<file path="config.mk">
export PLATFORM = sky130hd
export DESIGN_NAME = window_alarm_monitor
export DESIGN_NICKNAME = d
export VERILOG_FILES = /design/src/rtl/wam_pkg.sv /design/src/rtl/wam_window.sv /design/src/rtl/wam_status_bit.sv /design/src/rtl/window_alarm_monitor.sv
export SDC_FILE = /design/constraint.sdc
export NUM_CORES = 1
export LEC_CHECK = 0
export BUFFER_PORTS_ARGS = -buffer_cell sky130_fd_sc_hd__buf_2
export CORE_MARGIN = 1
export CORE_UTILIZATION = 45
export DETAILED_ROUTE_END_ITERATION = 10
export MAX_ROUTING_LAYER = met4
export PLACE_DENSITY = 0.87
export SYNTH_ARGS = -nofsm -noshare
export SYNTH_HDL_FRONTEND = slang
export SYNTH_HIERARCHICAL = 1
export SYNTH_SLANG_ARGS = --single-unit
</file>
<file path="constraint.sdc">
create_clock -name clk -period 1.4 [get_ports clk]
set_clock_uncertainty 0.1 [all_clocks]
set_input_delay 0.14 -clock clk [delete_from_list [all_inputs] [get_ports clk]]
set_output_delay 0.14 -clock clk [all_outputs]
set_load 0.05 [all_outputs]
</file>
<file path="src/rtl/wam_pkg.sv">
package wam_pkg;
  typedef enum logic {
    SEL_CHAN = 1'b0,
    SEL_MISC = 1'b1
  } stat_sel_e;

  localparam int unsigned MISC_TLOW  = 0;
  localparam int unsigned MISC_THIGH = 1;
  localparam int unsigned MISC_DIE   = 2;
  localparam int unsigned MISC_EXT   = 3;
  localparam int unsigned NMISC      = 4;
endpackage

</file>
<file path="src/rtl/wam_window.sv">
module wam_window #(
  parameter int unsigned W = 12
) (
  input  logic         valid,
  input  logic [W-1:0] data,
  input  logic [W-1:0] lo,
  input  logic [W-1:0] hi,
  output logic         below,
  output logic         above
);
  // strict comparison, limits themselves are in range
  assign below = valid && (data < lo);
  assign above = valid && (data > hi);
endmodule

</file>
<file path="src/rtl/wam_status_bit.sv">
module wam_status_bit (
  input  logic clk,
  input  logic rst_n,
  input  logic live,
  input  logic upd,
  input  logic set_ev,
  input  logic clr,
  output logic q
);
  always_ff @(posedge clk or negedge rst_n) begin
    if (!rst_n) begin
      q <= 1'b0;
    end else if (live) begin
      if (upd) q <= set_ev;
    end else begin
      if (set_ev)   q <= 1'b1;
      else if (clr) q <= 1'b0;
    end
  end
endmodule

</file>
<file path="src/rtl/window_alarm_monitor.sv">
module window_alarm_monitor
  import wam_pkg::*;
#(
  parameter int unsigned NCH = 5,
  parameter int unsigned W   = 12
) (
  input  logic             clk,
  input  logic             rst_n,
  input  logic [NCH*W-1:0] ch_data,
  input  logic [NCH-1:0]   ch_valid,
  output logic [NCH-1:0]   ch_ready,
  input  logic [NCH*W-1:0] ch_lo_lim,
  input  logic [NCH*W-1:0] ch_hi_lim,
  input  logic [W-1:0]     temp_data,
  input  logic             temp_valid,
  output logic             temp_ready,
  input  logic [W-1:0]     temp_lo_lim,
  input  logic [W-1:0]     temp_hi_lim,
  input  logic             die_hot,
  input  logic             ext_alarm_in,
  input  logic             latch_dis,
  input  logic             pin_alarm_mode,
  input  logic [NCH+3:0]   src_mask,
  input  logic             rd_en,
  input  logic             rd_sel,
  output logic [7:0]       rd_data,
  output logic             global_alarm,
  output logic             alarm_out
);
  localparam int unsigned NSRC = NCH + NMISC;

  logic [NSRC-1:0] stat;
  logic [NSRC-1:0] ev;
  logic [NSRC-1:0] upd;
  logic [NSRC-1:0] live;
  logic [NSRC-1:0] clr;
  logic            clr_chan;
  logic            clr_misc;
  logic            t_below;
  logic            t_above;

  initial begin
    if (NCH < 1 || NCH > 8) $error("NCH must lie in 1..8");
  end

  assign ch_ready   = '1;
  assign temp_ready = 1'b1;

  assign clr_chan = rd_en && (stat_sel_e'(rd_sel) == SEL_CHAN);
  assign clr_misc = rd_en && (stat_sel_e'(rd_sel) == SEL_MISC);

  // channel comparators and status bits
  for (genvar i = 0; i < NCH; i++) begin : g_chan
    logic lo_hit;
    logic hi_hit;
    wam_window #(.W(W)) u_win (
      .valid (ch_valid[i]),
      .data  (ch_data[i*W +: W]),
      .lo    (ch_lo_lim[i*W +: W]),
      .hi    (ch_hi_lim[i*W +: W]),
      .below (lo_hit),
      .above (hi_hit)
    );
    assign ev[i]   = lo_hit || hi_hit;
    assign upd[i]  = ch_valid[i];
    assign live[i] = latch_dis;
    assign clr[i]  = clr_chan;
  end

  wam_window #(.W(W)) u_temp_win (
    .valid (temp_valid),
    .data  (temp_data),
    .lo    (temp_lo_lim),
    .hi    (temp_hi_lim),
    .below (t_below),
    .above (t_above)
  );

  assign ev[NCH+MISC_TLOW]    = t_below;
  assign ev[NCH+MISC_THIGH]   = t_above;
  assign ev[NCH+MISC_DIE]     = temp_valid && die_hot;
  assign ev[NCH+MISC_EXT]     = ext_alarm_in;
  assign upd[NCH+MISC_TLOW]   = temp_valid;
  assign upd[NCH+MISC_THIGH]  = temp_valid;
  assign upd[NCH+MISC_DIE]    = temp_valid;
  assign upd[NCH+MISC_EXT]    = 1'b1;
  assign live[NCH+MISC_TLOW]  = latch_dis;
  assign live[NCH+MISC_THIGH] = latch_dis;
  assign live[NCH+MISC_DIE]   = latch_dis;
  assign live[NCH+MISC_EXT]   = 1'b1;

  for (genvar m = 0; m < NMISC; m++) begin : g_misc_clr
    assign clr[NCH+m] = clr_misc;
  end

  for (genvar s = 0; s < NSRC; s++) begin : g_stat
    wam_status_bit u_bit (
      .clk    (clk),
      .rst_n  (rst_n),
      .live   (live[s]),
      .upd    (upd[s]),
      .set_ev (ev[s]),
      .clr    (clr[s]),
      .q      (stat[s])
    );
  end

  always_comb begin
    rd_data = '0;
    if (stat_sel_e'(rd_sel) == SEL_CHAN) rd_data[NCH-1:0] = stat[NCH-1:0];
    else                                 rd_data[NMISC-1:0] = stat[NSRC-1:NCH];
  end

  assign global_alarm = |stat;
  assign alarm_out    = pin_alarm_mode && (|(stat & ~src_mask));
endmodule

</file>
==> results of run 1 <==
## stage by stage
step,std cells,hold slack (ns),util (%)
after global placement,1006,-0.0847,72.6
after detailed placement,1006,-0.0865,72.6
after CTS,1018,0.0622,78.5
after floorplan,582,-0.256,-
after global routing,1018,0.0676,82.1
final,1018,0.0601,82.1
## cell usage after synthesis, types with 7 or more instances
| cell | instances |
|---|---|
| o21ai_0 | 12 |
| a21o_1 | 24 |
| nand4_1 | 25 |
| inv_1 | 151 |
| nor3_1 | 7 |
| nand2_1 | 32 |
| o211ai_1 | 12 |
| nand2b_1 | 9 |
| a21oi_1 | 42 |
| dfrtp_1 | 9 |
| nor4_1 | 7 |
| ha_1 | 138 |
| nor2b_1 | 8 |
| buf_4 | 9 |
| o221ai_2 | 10 |
| a21oi_2 | 9 |
## power by group through the flow
stage,Combinational [mW],Sequential (mW),Clock (mW)
after detailed placement,2.31,0.342,0
final,2.84,0.346,0.304
after floorplan,1.34,0.356,0
after global routing,3.07,0.351,0.335
after CTS,2.57,0.341,0.317
after global placement,2.23,0.341,0
## worst max-delay path, delay by kind of cell
kind / cells / cell delay (ns)
buffers and inverters: 2 / 0.21
AO/OA/AOI/OAI: 4 / 0.35
adder cells (fa/ha/maj): 1 / 0.26
AND/OR/NAND/NOR: 3 / 0.81
## final cells by class
| class | count | area [um2] |
|---|---|---|
| Sequential cell | 9 | 225 |
| Multi-Input combinational cell | 411 | 4850 |
| Timing Repair Buffer | 308 | 1960 |
| Clock buffer | 4 | 45.0 |
| Fill cell | 600 | 1730 |
| Tap cell | 133 | 166 |
| Antenna cell | 1 | 2.50 |
| Inverter | 152 | 703 |
## routing by layer
layer / up-vias / wire length (um)
li1: 2633 / -
met1: 2488 / 6050
met2: 272 / 9170
met3: 82 / 1010
met4: 0 / 1070
met5: - / 0
## final timing paths
kind                                        start                 to  slack [ns]  cells after the start
worst max-delay path                   ch_data[5]  g_stat[0].u_bit/q       -0.37                     10
worst min-delay path                 ext_alarm_in  g_stat[8].u_bit/q        0.06                      3
worst max register to register  g_stat[2].u_bit/q  g_stat[2].u_bit/q        0.24                      4
worst min register to register  g_stat[0].u_bit/q  g_stat[0].u_bit/q        0.60                      3
max in group asynchronous                   rst_n  g_stat[0].u_bit/q        0.79                      2
min in group asynchronous                   rst_n  g_stat[5].u_bit/q        0.22                      2
## cell families after synthesis
kind of cell / count (synthesis)
adder cells (fa/ha/maj): 138
flip-flops: 9
other: 2
AO/OA/AOI/OAI: 138
AND/OR/NAND/NOR: 120
buffers and inverters: 162
multiplexers: 2
## timing repair
item	4_1_cts	5_1_grt
buffers inserted	7	0
setup endpoints to repair	11	14
hold buffers	1	0
gates resized for setup	107	67
pin swaps	36	32
hold endpoints to repair	9	0
==> results.json, run 1 <==
{
  "status": "complete, but fails checks",
  "violations": "setup timing",
  "seqPwrFrac_pct": 9.9,
  "cts_buffer_depth": 2,
  "fin_crit_sh_pct": 127,
  "synthSimpleGateAreaFrac_pct": 15.7,
  "total_power_mw": 3.49,
  "grt_use_met1_pct": 28.0,
  "portBuffers": 245,
  "top_regs": "g_stat.u_bit/q: 9 flops",
  "flow.area_growth_from_synthesis_pct": 77.7,
  "grt_pass1_wl_um": 23500,
  "period_needed_ns": 1.77,
  "wirelength_um": 17300,
  "path_max_fanout": 2,
  "drv_cap": 0,
  "clk_pin_slew_worst_paths_ns": 0.04,
  "layout_commonest_cell": "buf_2",
  "rows": 36,
  "share_clk_of_total_power_pct": 8.7,
  "end_kind": "flop",
  "die_width_um": 102,
  "path_cells": "buf_6 -> buf_6 -> ha_4 -> and4_1 -> o21ai_2 -> nor4_2 -> a2111oi_2 -> or2_1 -> a21oi_2 -> o221ai_2",
  "wl_per_cell_um": 17.0,
  "largest_reg_flops": 9,
  "muxShareOfSynthArea_pct": 0.671,
  "grt_max_degree": 17,
  "mostFrequentLayoutCells": "buf_2 (209), inv_1 (107), ha_4 (70), ha_1 (65), buf_4 (55)",
  "yosys.area.top_type": "ha_1",
  "grt_pass1_vias": 5588,
  "synth_edf_count": 0,
  "synth_area_leaders": "ha_1 (39%), inv_1 (13%), dfrtp_1 (5.0%)",
  "firstDrtPassIters": 5,
  "synth-compound-area-share_pct": 25.3,
  "first_iter_violations": 103,
  "post_synth.cell_area_avg_um2": 7.84,
  "synth_top_family_by_area": "adder cells",
  "finalSetupViolations": 11,
  "max_stage_delay_ns": 0.34,
  "cts_made_buffers": 3,
  "required_ns": 1.40,
  "synthXorXnorAreaFrac_pct": 0,
  "drc": 0,
  "antenna_found_initial": 1,
  "intPower_mw": 1.95,
  "die_area_mm2": 0.0103,
  "pin_count": 255,
  "ys_ff_latch": 9,
  "synth_adder_area_share_pct": 38.6,
  "place_hpwl_um": 12600,
  "max_freq_mhz": 564,
  "yosysSeqAreaShare_pct": 5.03,
  "p_per_area_mw_per_mm2": 439,
  "placed_cell_area_mm2": 0.00703,
  "cpMostUsedCell": "buf_6",
  "dp_slack_ns": -0.653,
  "grt.busiest_layer": "met2",
  "layout.nets": 1262,
  "vias_per_cell": 5.38,
  "synthFlopType": "dfrtp_1",
  "slew_viol_final": 0,
  "die_y_um": 102,
  "ant_nets": 0,
  "worst_slack_ns": -0.372,
  "clkLatencyLatePin_ns": 0.23,
  "use_met2_pct": 58.2,
  "min_path_type": "input pin to flop",
  "hold_viol": 0,
  "drive_gt1_share_pct": 58.0,
  "fin_tns_setup_ns": -2.10,
  "async_reset_ff_share_pct": 100,
  "cts_tree": "yes",
  "yosysWarningCount": 6,
  "rsz0062_at_grt": "true",
  "synthesis.area_mm2": 0.00447,
  "worst_ir_drop_vdd_uv": 345,
  "place_congestion": 0.891,
  "leakagePower_nw": 3.98,
  "crit_arrival_ns": 1.77,
  "critPathKind": "input pin to flop",
  "regMostFlops": "g_stat.u_bit/q",
  "comb_power_share_pct": 81.4,
  "num_vias": 5475,
  "syn-instance-count": 571,
  "overflow": 0,
  "critPathSlowestCell": "nor4_2",
  "clock_sinks": 9,
  "core_mm2": 0.00968,
  "cts_root_buf": "clkbuf_8",
  "ys_types": 35,
  "grtUsageTotal_pct": 29.7,
  "start_util_pct": 46.2,
  "power_switching_mw": 1.54,
  "synth_top_area_share_pct": 38.6,
  "p_sw_share_pct": 44.2,
  "grt_util_met3_pct": 3.17,
  "start_kind": "input pin",
  "h-tree-depth": 1,
  "design_area_mm2": 0.00795
}
Note: power is estimated with default switching activity, not from simulation.
==> inputs of run 2 (changes only) <==
--- a/config.mk
+++ b/config.mk
@@ -8,9 +8,11 @@
 export BUFFER_PORTS_ARGS = -buffer_cell sky130_fd_sc_hd__buf_2
 export CORE_MARGIN = 1
 export CORE_UTILIZATION = 45
+export CTS_CLUSTER_DIAMETER = 100
 export DETAILED_ROUTE_END_ITERATION = 10
 export MAX_ROUTING_LAYER = met4
 export PLACE_DENSITY = 0.87
+export SKIP_CTS_REPAIR_TIMING = 1
 export SYNTH_ARGS = -nofsm -noshare
 export SYNTH_HDL_FRONTEND = slang
 export SYNTH_HIERARCHICAL = 1
==> run 2 against run 1 <==
  * The flow still finishes with violations (setup timing)
  * Global-route usage down 3.4 points
  * Largest power group unchanged
  * Critical path depth down 2
  * Worst hold slack worse by 0.0011 ns
  * Clock power about the same
  * Non-clock buffer count unchanged
  * Utilization down 2.5 points
  * Combinational power down 5%
  * Sequential cell count unchanged
  * Count of clock-buffer cells in the layout unchanged
  * Register-to-register slack about the same
==> results.json, run 2 (synthesis gave the netlist of run 1 again) <==
{
  "flow.area_growth_from_synthesis_pct": 72.3,
  "start_util_pct": 46.2,
  "worst_slew_pin_slew_ns": 0.501,
  "rows": 36,
  "overflow": 0,
  "rsz0062_at_grt": "true",
  "cts_root_buf": "clkbuf_8",
  "status": "complete, but fails checks",
  "cts_made_buffers": 3,
  "finalSetupViolations": 11,
  "end_kind": "flop",
  "critPathKind": "input pin to flop",
  "slew_viol_final": 0,
  "wl_met1_um": 5580,
  "placed_cell_area_mm2": 0.00703,
  "wirelength_um": 15800,
  "routed-wl-met3_um": 885,
  "fin_tns_setup_ns": -2.22,
  "cts_buffer_depth": 2,
  "wl_per_cell_um": 15.5,
  "met2WireLength_um": 8350,
  "die_y_um": 102,
  "min_path_type": "input pin to flop",
  "grt_pass1_vias": 5205,
  "clock_sinks": 9,
  "vias_per_cell": 5.27,
  "firstDrtPassIters": 4,
  "p_per_area_mw_per_mm2": 436,
  "grt_max_degree": 17,
  "h-tree-depth": 1,
  "die_width_um": 102,
  "mostFrequentLayoutCells": "buf_2 (214), inv_1 (111), ha_1 (79), buf_4 (65), ha_4 (59)",
  "period_needed_ns": 1.83,
  "core_mm2": 0.00968,
  "worst_slack_ns": -0.431,
  "largest_reg_flops": 9,
  "required_ns": 1.40,
  "place_congestion": 0.891,
  "leakagePower_nw": 3.96,
  "first_iter_violations": 132,
  "whs_ns": 0.0590,
  "layout_commonest_cell": "buf_2",
  "crit_arrival_ns": 1.83,
  "dp_slack_ns": -0.653,
  "drive_gt1_share_pct": 55.8,
  "clk_pin_slew_worst_paths_ns": 0.04,
  "start_kind": "input pin",
  "top_layer_used": "met4",
  "antenna_found_initial": 1,
  "ant_nets": 0,
  "regMostFlops": "g_stat.u_bit/q",
  "design_area_mm2": 0.00771,
  "total_power_mw": 3.36,
  "slew_headroom_pct": 66.2,
  "drv_cap": 0,
  "path_max_fanout": 3,
  "max_freq_mhz": 546,
  "place_hpwl_um": 12600,
  "worst_ir_drop_vdd_uv": 327,
  "fin_crit_sh_pct": 131,
  "grt_pass1_wl_um": 21100,
  "final_util_pct": 79.6,
  "num_vias": 5360,
  "placed_cells": 1006,
  "grtUsageTotal_pct": 26.3,
  "portBuffers": 245,
  "hold_viol": 0,
  "top_regs": "g_stat.u_bit/q: 9 flops",
  "drc": 0,
  "layout.nets": 1262,
  "violations": "setup timing",
  "cts_tree": "yes",
  "pin_count": 255,
  "die_area_mm2": 0.0103,
  "clkLatencyLatePin_ns": 0.24,
  "final_cell_count_no_fill": 1018
}
## run 2: cell count changes in the layout (fill, tap and decap cells not counted), sizes merged
cell	previous run	this run
buf	304	305
clkbuf	7	6
## run 2: worst max-delay path: stages
cell and delay, ns:
buf_2 0.11, ha_1 0.35, nand4_1 0.17, o311ai_0 0.51, a21oi_2 0.04, or2_1 0.28, a21oi_2 0.12, o221ai_2 0.09
## run 2: worst paths after layout
check                                  startpoint                 to  slack (ns)  cells past startpoint
worst max-delay path                   ch_data[7]  g_stat[0].u_bit/q       -0.43                      8
worst min-delay path                 ext_alarm_in  g_stat[8].u_bit/q        0.06                      3
worst max register to register  g_stat[5].u_bit/q  g_stat[5].u_bit/q        0.24                      4
worst min register to register  g_stat[1].u_bit/q  g_stat[1].u_bit/q        0.53                      2
max in group asynchronous                   rst_n  g_stat[7].u_bit/q        0.79                      2
min in group asynchronous                   rst_n  g_stat[5].u_bit/q        0.21                      2
## run 2: cell type report
type	count	area [um2]
fill	650	1980
timing repair buffer	308	1890
clock buffer	4	45.0
inverter	152	708
multi-input combinational	411	4670
antenna	1	2.50
tap	133	166
sequential	9	225
## run 2: metal layers
layer,global-route usage [%],vias up
met4,12.6,0
met3,2.42,80
met2,51.1,259
met5,-,-
met1,26.0,2392
li1,-,2629
## run 2: power by group
part / internal, mW / switching (mW)
sequential: 0.305 / 0.0420
combinational: 1.38 / 1.33
clock: 0.199 / 0.107
==> inputs of run 3 (changes only) <==
--- a/config.mk
+++ b/config.mk
@@ -10,7 +10,6 @@
 export CORE_UTILIZATION = 45
 export CTS_CLUSTER_DIAMETER = 100
 export DETAILED_ROUTE_END_ITERATION = 10
-export MAX_ROUTING_LAYER = met4
 export PLACE_DENSITY = 0.87
 export SKIP_CTS_REPAIR_TIMING = 1
 export SYNTH_ARGS = -nofsm -noshare
==> run 3 against run 2 <==
  * The flow still finishes with violations (setup timing)
  * Sequential power hardly changed
  * Sequential cell count stayed put
  * Count of clock-buffer cells in the layout stayed put
  * Utilization stayed put
  * Die area stayed put
  * Power is 0.13% higher
  * Setup slack worse by 0.0097 ns
  * Routed wire length is 0.63% higher
  * Worst hold slack hardly changed
  * Via count hardly changed
  * Global-route usage is 0.79 points lower
  * Largest power group unchanged
==> results.json, run 3 (synthesis gave the netlist of run 1 again) <==
{
  "drv_cap": 0,
  "worst_ir_drop_vdd_uv": 328,
  "num_vias": 5363,
  "leakagePower_nw": 3.96,
  "pin_count": 255,
  "layout_commonest_cell": "buf_2",
  "start_util_pct": 46.2,
  "layout.nets": 1262,
  "flow.area_growth_from_synthesis_pct": 72.3,
  "portBuffers": 245,
  "fin_crit_sh_pct": 132,
  "regToRegSetupSlack_ns": 0.24,
  "wirelength_um": 15900,
  "place_hpwl_um": 12600,
  "grtUsageTotal_pct": 25.5,
  "ant_nets": 0,
  "die_area_mm2": 0.0103,
  "min_path_type": "input pin to flop",
  "end_kind": "flop",
  "clock_sinks": 9,
  "rows": 36,
  "die_y_um": 102,
  "required_ns": 1.40,
  "r2r-start": "g_stat[2].u_bit/q",
  "p_per_area_mw_per_mm2": 436,
  "cts_tree": "yes",
  "hold_viol": 0,
  "worst_slew_pin_slew_ns": 0.511,
  "mostFrequentLayoutCells": "buf_2 (214), inv_1 (111), ha_1 (79), buf_4 (65), ha_4 (59)",
  "wl_per_cell_um": 15.6,
  "overflow": 0,
  "first_iter_violations": 118,
  "crit_arrival_ns": 1.84,
  "status": "complete, but fails checks",
  "largest_reg_flops": 9,
  "critPathKind": "input pin to flop",
  "final_util_pct": 79.6,
  "place_congestion": 0.877,
  "vias_per_cell": 5.27,
  "slew_headroom_pct": 65.5,
  "drive_gt1_share_pct": 55.8,
  "clk_pin_slew_worst_paths_ns": 0.04,
  "worstHoldStart": "ext_alarm_in",
  "core_mm2": 0.00968,
  "dp_slack_ns": -0.653,
  "whs_ns": 0.0585,
  "path_max_fanout": 3,
  "design_area_mm2": 0.00771,
  "placed_cell_area_mm2": 0.00703,
  "drc": 0,
  "grt_pass1_wl_um": 21100,
  "regMostFlops": "g_stat.u_bit/q",
  "violations": "setup timing",
  "setup.worst_path.start": "ch_data[7]",
  "start_kind": "input pin",
  "top_regs": "g_stat.u_bit/q: 9 flops",
  "clkLatencyLatePin_ns": 0.23,
  "period_needed_ns": 1.84,
  "cts_root_buf": "clkbuf_8",
  "grt_max_degree": 17,
  "max_freq_mhz": 543,
  "slew_viol_final": 0,
  "worst_slack_ns": -0.441,
  "cts_buffer_depth": 2,
  "rsz0062_at_grt": "true",
  "cts_made_buffers": 3,
  "firstDrtPassIters": 4,
  "die_width_um": 102,
  "h-tree-depth": 1,
  "finalSetupViolations": 11,
  "antenna_found_initial": 1,
  "grt_pass1_vias": 5198
}
-- run 3: worst max-delay path: stages --
cell      delay (ns)
buf_2           0.11
ha_1            0.35
nand4_1         0.17
o311ai_0        0.52
a21oi_2         0.04
or2_1           0.28
a21oi_2         0.12
o221ai_2        0.09
-- run 3: per-layer routing --
layer	wire length (um)	track usage (%)	vias up
met5	0	0	-
met3	941	2.90	78
met2	8390	51.1	263
met4	932	12.6	0
li1	-	-	2629
met1	5610	25.7	2393
-- run 3: area by class of cell --
cell class / instances / area [um2]
flip-flops and latches: 9 / 225
inverters: 152 / 708
well taps: 133 / 166
fillers: 650 / 1980
multi-input cells: 411 / 4670
repair buffers: 308 / 1890
diodes: 1 / 2.50
clock buffers: 4 / 45.0
-- run 3: power breakdown --
group	internal, mW	switching (mW)
combinational	1.38	1.33
sequential	0.304	0.0418
clock	0.199	0.108
-- run 3: path summary, 6_finish.rpt --
path | end | cells after the start
min in group asynchronous | g_stat[5].u_bit/q | 2
worst max register to register | g_stat[2].u_bit/q | 4
max in group asynchronous | g_stat[0].u_bit/q | 2
worst max-delay path | g_stat[0].u_bit/q | 8
worst min-delay path | g_stat[8].u_bit/q | 3
worst min register to register | g_stat[1].u_bit/q | 2
-- run 3: through the flow --
| step | instances | total power, mW | TNS [ns] |
|---|---|---|---|
| global route | 1018 | 3.64 | -2.88 |
| floorplan | 582 | 1.70 | -1.43 |
| global placement | 1006 | 2.57 | -3.77 |
| CTS | 1010 | 2.98 | -2.89 |
| detailed placement | 1006 | 2.66 | -3.98 |
| finish | 1018 | 3.36 | -2.24 |
